$ cat config.mk
export PLATFORM = sky130hd
export DESIGN_NAME = priv_seg_guard
export DESIGN_NICKNAME = d
export VERILOG_FILES = /design/src/rtl/priv_seg_pkg.sv /design/src/rtl/priv_seg_ctrl.sv /design/src/rtl/priv_seg_decode.sv /design/src/rtl/priv_seg_guard.sv
export SDC_FILE = /design/constraint.sdc
export NUM_CORES = 1
export LEC_CHECK = 0
export BUFFER_PORTS_ARGS = -buffer_cell sky130_fd_sc_hd__buf_4
export CORE_AREA = 2 2 39 41
export DETAILED_ROUTE_END_ITERATION = 7
export DIE_AREA = 0 0 41 43
export GPL_TIMING_DRIVEN = 0
export PLACE_DENSITY = 0.72
export SYNTH_ARGS = -nofsm -noshare
export SYNTH_HDL_FRONTEND = slang
export SYNTH_SLANG_ARGS = --single-unit
$ cat constraint.sdc
create_clock -name clk -period 1.6 [get_ports clk]
set_input_delay 0 -clock clk [delete_from_list [all_inputs] [get_ports clk]]
set_output_delay 0 -clock clk [all_outputs]
set_load 0.005 [all_outputs]
$ cat src/rtl/priv_seg_pkg.sv
package priv_seg_pkg;

  typedef enum logic [1:0] {
    MODE_USER   = 2'd0,
    MODE_KERNEL = 2'd1,
    MODE_DEBUG  = 2'd2
  } privMode_e;

  typedef enum logic [2:0] {
    SEG_USER      = 3'd0,
    SEG_KCACHED   = 3'd1,
    SEG_KUNCACHED = 3'd2,
    SEG_KHIGH_LO  = 3'd3,
    SEG_KHIGH_HI  = 3'd4,
    SEG_DBGWIN    = 3'd5
  } segId_e;

  // strobes from the mode control to the address datapath
  typedef struct packed {
    logic userMode;
    logic debugMode;
  } ctrlStrobe_t;

  function automatic logic segIsCacheable(input segId_e seg);
    return !(seg == SEG_KUNCACHED || seg == SEG_DBGWIN);
  endfunction

endpackage

$ cat src/rtl/priv_seg_ctrl.sv
module priv_seg_ctrl
  import priv_seg_pkg::*;
(
  input  logic        clk,
  input  logic        rst,
  input  logic        excEvt,
  input  logic        dbgExcEvt,
  input  logic        excRet,
  input  logic        userDropReq,
  output privMode_e   modeQ,
  output ctrlStrobe_t strobes
);

  privMode_e excSaveQ, dbgSaveQ;
  privMode_e modeD, excSaveD, dbgSaveD;

  always_comb begin
    modeD    = modeQ;
    excSaveD = excSaveQ;
    dbgSaveD = dbgSaveQ;
    if (dbgExcEvt) begin
      modeD = MODE_DEBUG;
      if (modeQ != MODE_DEBUG) dbgSaveD = modeQ;
    end else if (excEvt) begin
      modeD    = MODE_KERNEL;
      excSaveD = modeQ;
    end else if (excRet) begin
      case (modeQ)
        MODE_DEBUG:  modeD = dbgSaveQ;
        MODE_KERNEL: modeD = excSaveQ;
        default:     modeD = modeQ;
      endcase
    end else if (userDropReq && modeQ == MODE_KERNEL) begin
      modeD = MODE_USER;
    end
  end

  always_ff @(posedge clk or posedge rst) begin
    if (rst) begin
      modeQ    <= MODE_KERNEL;
      excSaveQ <= MODE_KERNEL;
      dbgSaveQ <= MODE_KERNEL;
    end else begin
      modeQ    <= modeD;
      excSaveQ <= excSaveD;
      dbgSaveQ <= dbgSaveD;
    end
  end

  assign strobes.userMode  = (modeQ == MODE_USER);
  assign strobes.debugMode = (modeQ == MODE_DEBUG);

endmodule

$ cat src/rtl/priv_seg_decode.sv
module priv_seg_decode
  import priv_seg_pkg::*;
#(
  parameter int              ADDR_W       = 32,
  parameter logic [ADDR_W-1:0] DBG_WIN_BASE = 32'hFF20_0000,
  parameter int              DBG_WIN_BITS = 21
) (
  input  ctrlStrobe_t       strobes,
  input  logic              accValid,
  input  logic [ADDR_W-1:0] accAddr,
  output logic [2:0]        segId,
  output logic              cacheable,
  output logic              dbgWinHit,
  output logic              addrErr
);

  localparam int SEL_W = 3;
  localparam logic [ADDR_W-1:0] WIN_LAST =
    DBG_WIN_BASE + ((ADDR_W'(1) << DBG_WIN_BITS) - ADDR_W'(1));

  logic [SEL_W-1:0] regionSel;
  segId_e           baseSeg, finalSeg;
  logic             inWindow, userOnly;

  assign regionSel = accAddr[ADDR_W-1 -: SEL_W];
  assign userOnly  = ~accAddr[ADDR_W-1];
  assign inWindow  = (accAddr >= DBG_WIN_BASE) && (accAddr <= WIN_LAST);

  always_comb begin
    case (regionSel)
      3'd4:    baseSeg = SEG_KCACHED;
      3'd5:    baseSeg = SEG_KUNCACHED;
      3'd6:    baseSeg = SEG_KHIGH_LO;
      3'd7:    baseSeg = SEG_KHIGH_HI;
      default: baseSeg = SEG_USER;
    endcase
  end

  assign finalSeg = (strobes.debugMode && inWindow) ? SEG_DBGWIN : baseSeg;

  assign segId     = accValid ? finalSeg : 3'd0;
  assign cacheable = accValid && segIsCacheable(finalSeg);
  assign dbgWinHit = accValid && (finalSeg == SEG_DBGWIN);
  assign addrErr   = accValid && strobes.userMode && !userOnly;

endmodule

$ cat src/rtl/priv_seg_guard.sv
module priv_seg_guard
  import priv_seg_pkg::*;
#(
  parameter int                ADDR_W       = 32,
  parameter logic [ADDR_W-1:0] DBG_WIN_BASE = 32'hFF20_0000,
  parameter int                DBG_WIN_BITS = 21
) (
  input  logic              clk,
  input  logic              rst,
  input  logic              excEvt,
  input  logic              dbgExcEvt,
  input  logic              excRet,
  input  logic              userDropReq,
  input  logic              accValid,
  input  logic [ADDR_W-1:0] accAddr,
  output logic [1:0]        curMode,
  output logic [2:0]        segId,
  output logic              cacheable,
  output logic              dbgWinHit,
  output logic              addrErr
);

  privMode_e   modeQ;
  ctrlStrobe_t strobes;

  priv_seg_ctrl u_ctrl (
    .clk        (clk),
    .rst        (rst),
    .excEvt     (excEvt),
    .dbgExcEvt  (dbgExcEvt),
    .excRet     (excRet),
    .userDropReq(userDropReq),
    .modeQ      (modeQ),
    .strobes    (strobes)
  );

  priv_seg_decode #(
    .ADDR_W      (ADDR_W),
    .DBG_WIN_BASE(DBG_WIN_BASE),
    .DBG_WIN_BITS(DBG_WIN_BITS)
  ) u_decode (
    .strobes  (strobes),
    .accValid (accValid),
    .accAddr  (accAddr),
    .segId    (segId),
    .cacheable(cacheable),
    .dbgWinHit(dbgWinHit),
    .addrErr  (addrErr)
  );

  assign curMode = modeQ;

endmodule

* Word-level counts from Yosys, hierarchy flattened
Cells that the tools add are included.
Cells by class: magnitude comparators 2, eq/ne operators 10, mux-type cells 8, bitwise gates (word level) 1, reduce and logical (&&, ||, !) cells 14
Operators with widths (count):
- $ge 32x32->1 const B | 1
- $le 32x32->1 const B | 1
- $eq 3x3->1 const B | 5
- $pmux 3 s4 | 1
- $mux 2 | 4
- $logic_and 1x1->1 | 7
- $mux 3 | 2
- $reduce_and 2->1 | 3
- $ne 5x3->1 const B | 1
- $pmux 2 s2 | 1
- $reduce_bool 4->1 | 1
- $eq 3x2->1 const B | 1
- $eq 2x1->1 const B | 1
- $eq 2x2->1 const B | 1
- $logic_not 2->1 | 1
- $ne 2x2->1 const B | 1
- $logic_not 1->1 | 1
- $logic_or 1x1->1 | 1
- $not 1->1 | 1
Storage, ports and cells: bits in registers 6, input bits 39, output and inout port bits 8

* Depth between registers and ports, before layout
depth after elaboration 8, mapped depth 4

* Cells and area by module
From an unflattened synthesis, not the netlist that was laid out.
Unflattened totals: cell total of the unflattened synthesis 42, area total of the unflattened synthesis 384.1 um^2
By module, submodules not included:
- priv_seg_ctrl | instances 1, cells each 27, area an instance 284.0 um^2, seq. area each 153.9 um^2
- priv_seg_decode | instances 1, cells each 15, area an instance 100.1 um^2, seq. area each 0.0 um^2

* Worst setup path before layout
No wires, ideal clock.
kind reg-to-output, from register u_ctrl.modeQ[1], to output segId[0], arrival time 1147 ps, data required time 1600 ps, slack 453 ps, stages on the path, launching flop included 5, path buffers 1, cells stage by stage dfrtp_1 buf_2 nand4b_1 or3_4 a21oi_2
On the way: longest elaborated chain between the ends 4
RTL lines:
- from (decl) | line priv_seg_ctrl.sv:10 | output privMode_e modeQ,
- from (signal assigned) | line priv_seg_ctrl.sv:44 | modeQ <= modeD;
- $eq 2x2->1 | line priv_seg_ctrl.sv:51 | assign strobes.debugMode = (modeQ == MODE_DEBUG);
- $logic_and 1x1->1 | line priv_seg_decode.sv:39 | assign finalSeg = (strobes.debugMode && inWindow) ? SEG_DBGWIN : baseSeg;
- $mux 3 | line priv_seg_decode.sv:39
- $mux 3 | line priv_seg_decode.sv:41 | assign segId = accValid ? finalSeg : 3'd0;
- to (decl) | line priv_seg_guard.sv:17 | output logic [2:0] segId,
Every way passes these cells.

* Worst setup path in the final report
from register u_ctrl.modeQ[0], to output segId[0]
Same word-level chain as after synthesis.

==> impl_results.md <==
* Status: finished clean
* Post-DR vias/cell at 4.92
* Layout Skew at 8.12 ps
* Setup_tns at 0 ps
* Sequential-to-total area share from yosys stat at 40.2%
* Number of global-route vias before repair at between 300 and 400
* Syn nets at around 80
* Max-cap violations at 0
* TritonCTS Buffers at 3
* Drt first pass iters at 3
* Postcts setup bufs at 0
* Clk sinks at 6
* Post-synthesis cell area at 383 um^2
* Share of layout cells above drive strength 1 at approximately 50%
* Post-Syn Area per Cell at 9.12 um^2
* Max IR drop VDD at 0.446 mV
* Hold crit path type: input pin to flip-flop
* Clock Tree Root: clkbuf_4
* Grt total ovfl at 0
* Critical path's slowest cell: or3_4
* Number of diodes at 0
* Placer congestion estimate at 0.762
* Slew @ Worst Pin at about 220 ps
* Area contributors post-synth: dfstp_2, dfrtp_1, mux2_2
* I/O pin count at 47
* Fraction of registers with async set/reset at 100%
* Worst rel slew slack at 85.1%
* Syn Inst Count at 42
* CP Data Required Time at 1600 ps
* Number of synthesized flops with an enable pin at 0
* Top Family by Delay on Critical Path: simple AND/OR/NAND/NOR gates
* Seq cells post-synth at 6
* Initial antenna violation count at 0
* Per-cell routed wire length at 12.4 um
* WP buf/inv at 1
* Yosys warnings at 0
* Reg clk slew, reported paths at 40 ps
* WS Path Type: flip-flop to output pin
* FP Rows at 14
* FMAX at 661 MHz
* Post-detail-place hpwl at just under 900 um
* Top FF cell, synth: dfstp_2
* Startpoint Class: flip-flop
* Core ar. at 1380 um^2
* Setup slack after layout at 87.4 ps
* CTS tree: yes
* DRC violations left at 0
* Die height at 43 um
* Crit path max fanout at 9
* Maximum clock insertion buffer count at 2
* Nets@finish at 114
* Clock Latency Late Sink at 250 ps
* IO Port Bufs at 25
* Worst stage delay on the critical path at 420 ps
* Post-route minimum period at 1510 ps
* Post-placement worst setup slack at roughly 290 ps
* Worst Setup End Kind: output pin
* Largest net degree at the start of global routing at 10
* Endpoints failing setup at 0
* Slew Viols, Final at 0
* Global Route Usage Sum at 12.5%
* Starting Density at about 28%
* Syn-to-layout area delta at 70.6%
* Area share of the largest cell type after synthesis at 20.6%
* Worst path cell trace: nand4b_1, or3_4, a21oi_2, buf_4
* Antenna viol nets, final at 0
* Die Wd at 41 um
* DR vias at 443
* Synth cell types at 26
* Initial drt markers at 1
* Die area at roughly 1800 um^2
* Layout fillers at between 100 and 150
* First-pass GRT wire length at approximately 1500 um
* Arrival time worst endpoint at between 1500 and 2000 ps
* Post-route clock period utilization at 94.5%
* RSZ-0062 raised after global routing: false
* Post-synth top area cell: dfstp_2
* PwrDens at 745 nW/um^2
* Hold Fails Final Rpt at 0
* WL final at 1110 um
* # H-tree levels at 1
* Leak at 0.000313 uW
## cell type report
| class | instances | area, um^2 | share of cell area, % |
|---|---|---|---|
| Multi-Input combinational cell | 31 | 209 | 32.0 |
| Sequential cell | 6 | 154 | 23.6 |
| Buffer | 1 | 11.3 | 1.72 |
| Clock buffer | 4 | 26.3 | 4.02 |
| Tap cell | 16 | 20.0 | 3.07 |
| Timing Repair Buffer | 28 | 218 | 33.3 |
| Inverter | 4 | 15.0 | 2.30 |
## worst register-to-register path: cells and delay by family, from the launching register on
family                 cells  cell delay [ps]
flip-flops                 1              380
AO/OA/AOI/OAI              3              370
buffers and inverters      1              140
## report_power, final
| part | switching [uW] | internal [uW] | total (uW) |
|---|---|---|---|
| Sequential | 15.1 | 185 | 200 |
| Combinational | 50.4 | 80.8 | 131 |
| Clock | 60.4 | 94.8 | 155 |
| Total | 126 | 360 | 486 |
## synthesized netlist by cell type, types with 2 or more instances
cell	count
inv_1	4
nand3_1	2
a21oi_1	3
a31oi_1	2
nor2_1	4
dfrtp_1	3
dfstp_2	3
mux2_2	2
nand2_1	2
## cells in the final DEF (no fill, tap or decap), types with 2 or more instances in the layout
master and instances:
dlygate4sd3_1 3, nand2_1 2, clkbuf_4 3, dfstp_2 3
inv_1 4, a31oi_1 2, nor2_1 4, buf_4 25
mux2_2 2, dfrtp_1 3, a21oi_1 3, nand3_1 2
## final timing paths
path | to | slack, ps | from | cells past startpoint
min in group asynchronous | u_ctrl.modeQ[1]$_DFFE_PP0P_ | 220 | rst | 3
max reg2reg | u_ctrl.modeQ[1]$_DFFE_PP0P_ | 610 | u_ctrl.modeQ[1]$_DFFE_PP0P_ | 4
max in group asynchronous | u_ctrl.modeQ[0]$_DFFE_PP1P_ | 1120 | rst | 3
max | segId[0] | 90 | u_ctrl.modeQ[0]$_DFFE_PP1P_ | 4
min reg2reg | u_ctrl.modeQ[0]$_DFFE_PP1P_ | 510 | u_ctrl.dbgSaveQ[0]$_DFFE_PP1P_ | 2
min | u_ctrl.modeQ[0]$_DFFE_PP1P_ | 40 | excRet | 3
## logic make-up after synthesis
kind of cell	Yosys count	share of synthesized area, %
buf+inv	5	5.23
compound gates	12	20.9
simple gates	16	25.5
flops	6	40.2
mux	2	5.88
xor+xnor	1	2.29
## through the flow
step	instances	total power [uW]	cell area (um^2)	util [%]	hold WS [ps]
final	90	486	653	47.2	44.5
after global routing	90	513	653	47.2	69.3
after CTS	90	489	647	46.7	42.9
after detailed placement	83	325	591	42.7	-68.0
after global placement	83	322	591	42.7	-68.7
after floorplan	42	257	383	-	-211
## registers in the layout (all words and copies together) (netlist names)
register / flops
u_ctrl.excSaveQ: 2
u_ctrl.modeQ: 2
u_ctrl.dbgSaveQ: 2
## metal layers
metal  global-route usage (%)  share of wire [%]  wire length, um  up-vias
met5                        0                  0                0        -
met2                     21.6                 46              514       25
met4                     6.00                1.5               17        0
li1                         -                  -                -      217
met1                     13.2                 37              407      199
met3                     3.14                 16              174        2
## repair_timing
item,in CTS,in global routing
endpoints found under the hold margin,9,0
resized for setup,0,3
endpoints found under the setup margin,0,2
hold buffers,3,0
(Power assumes the default switching activity.)
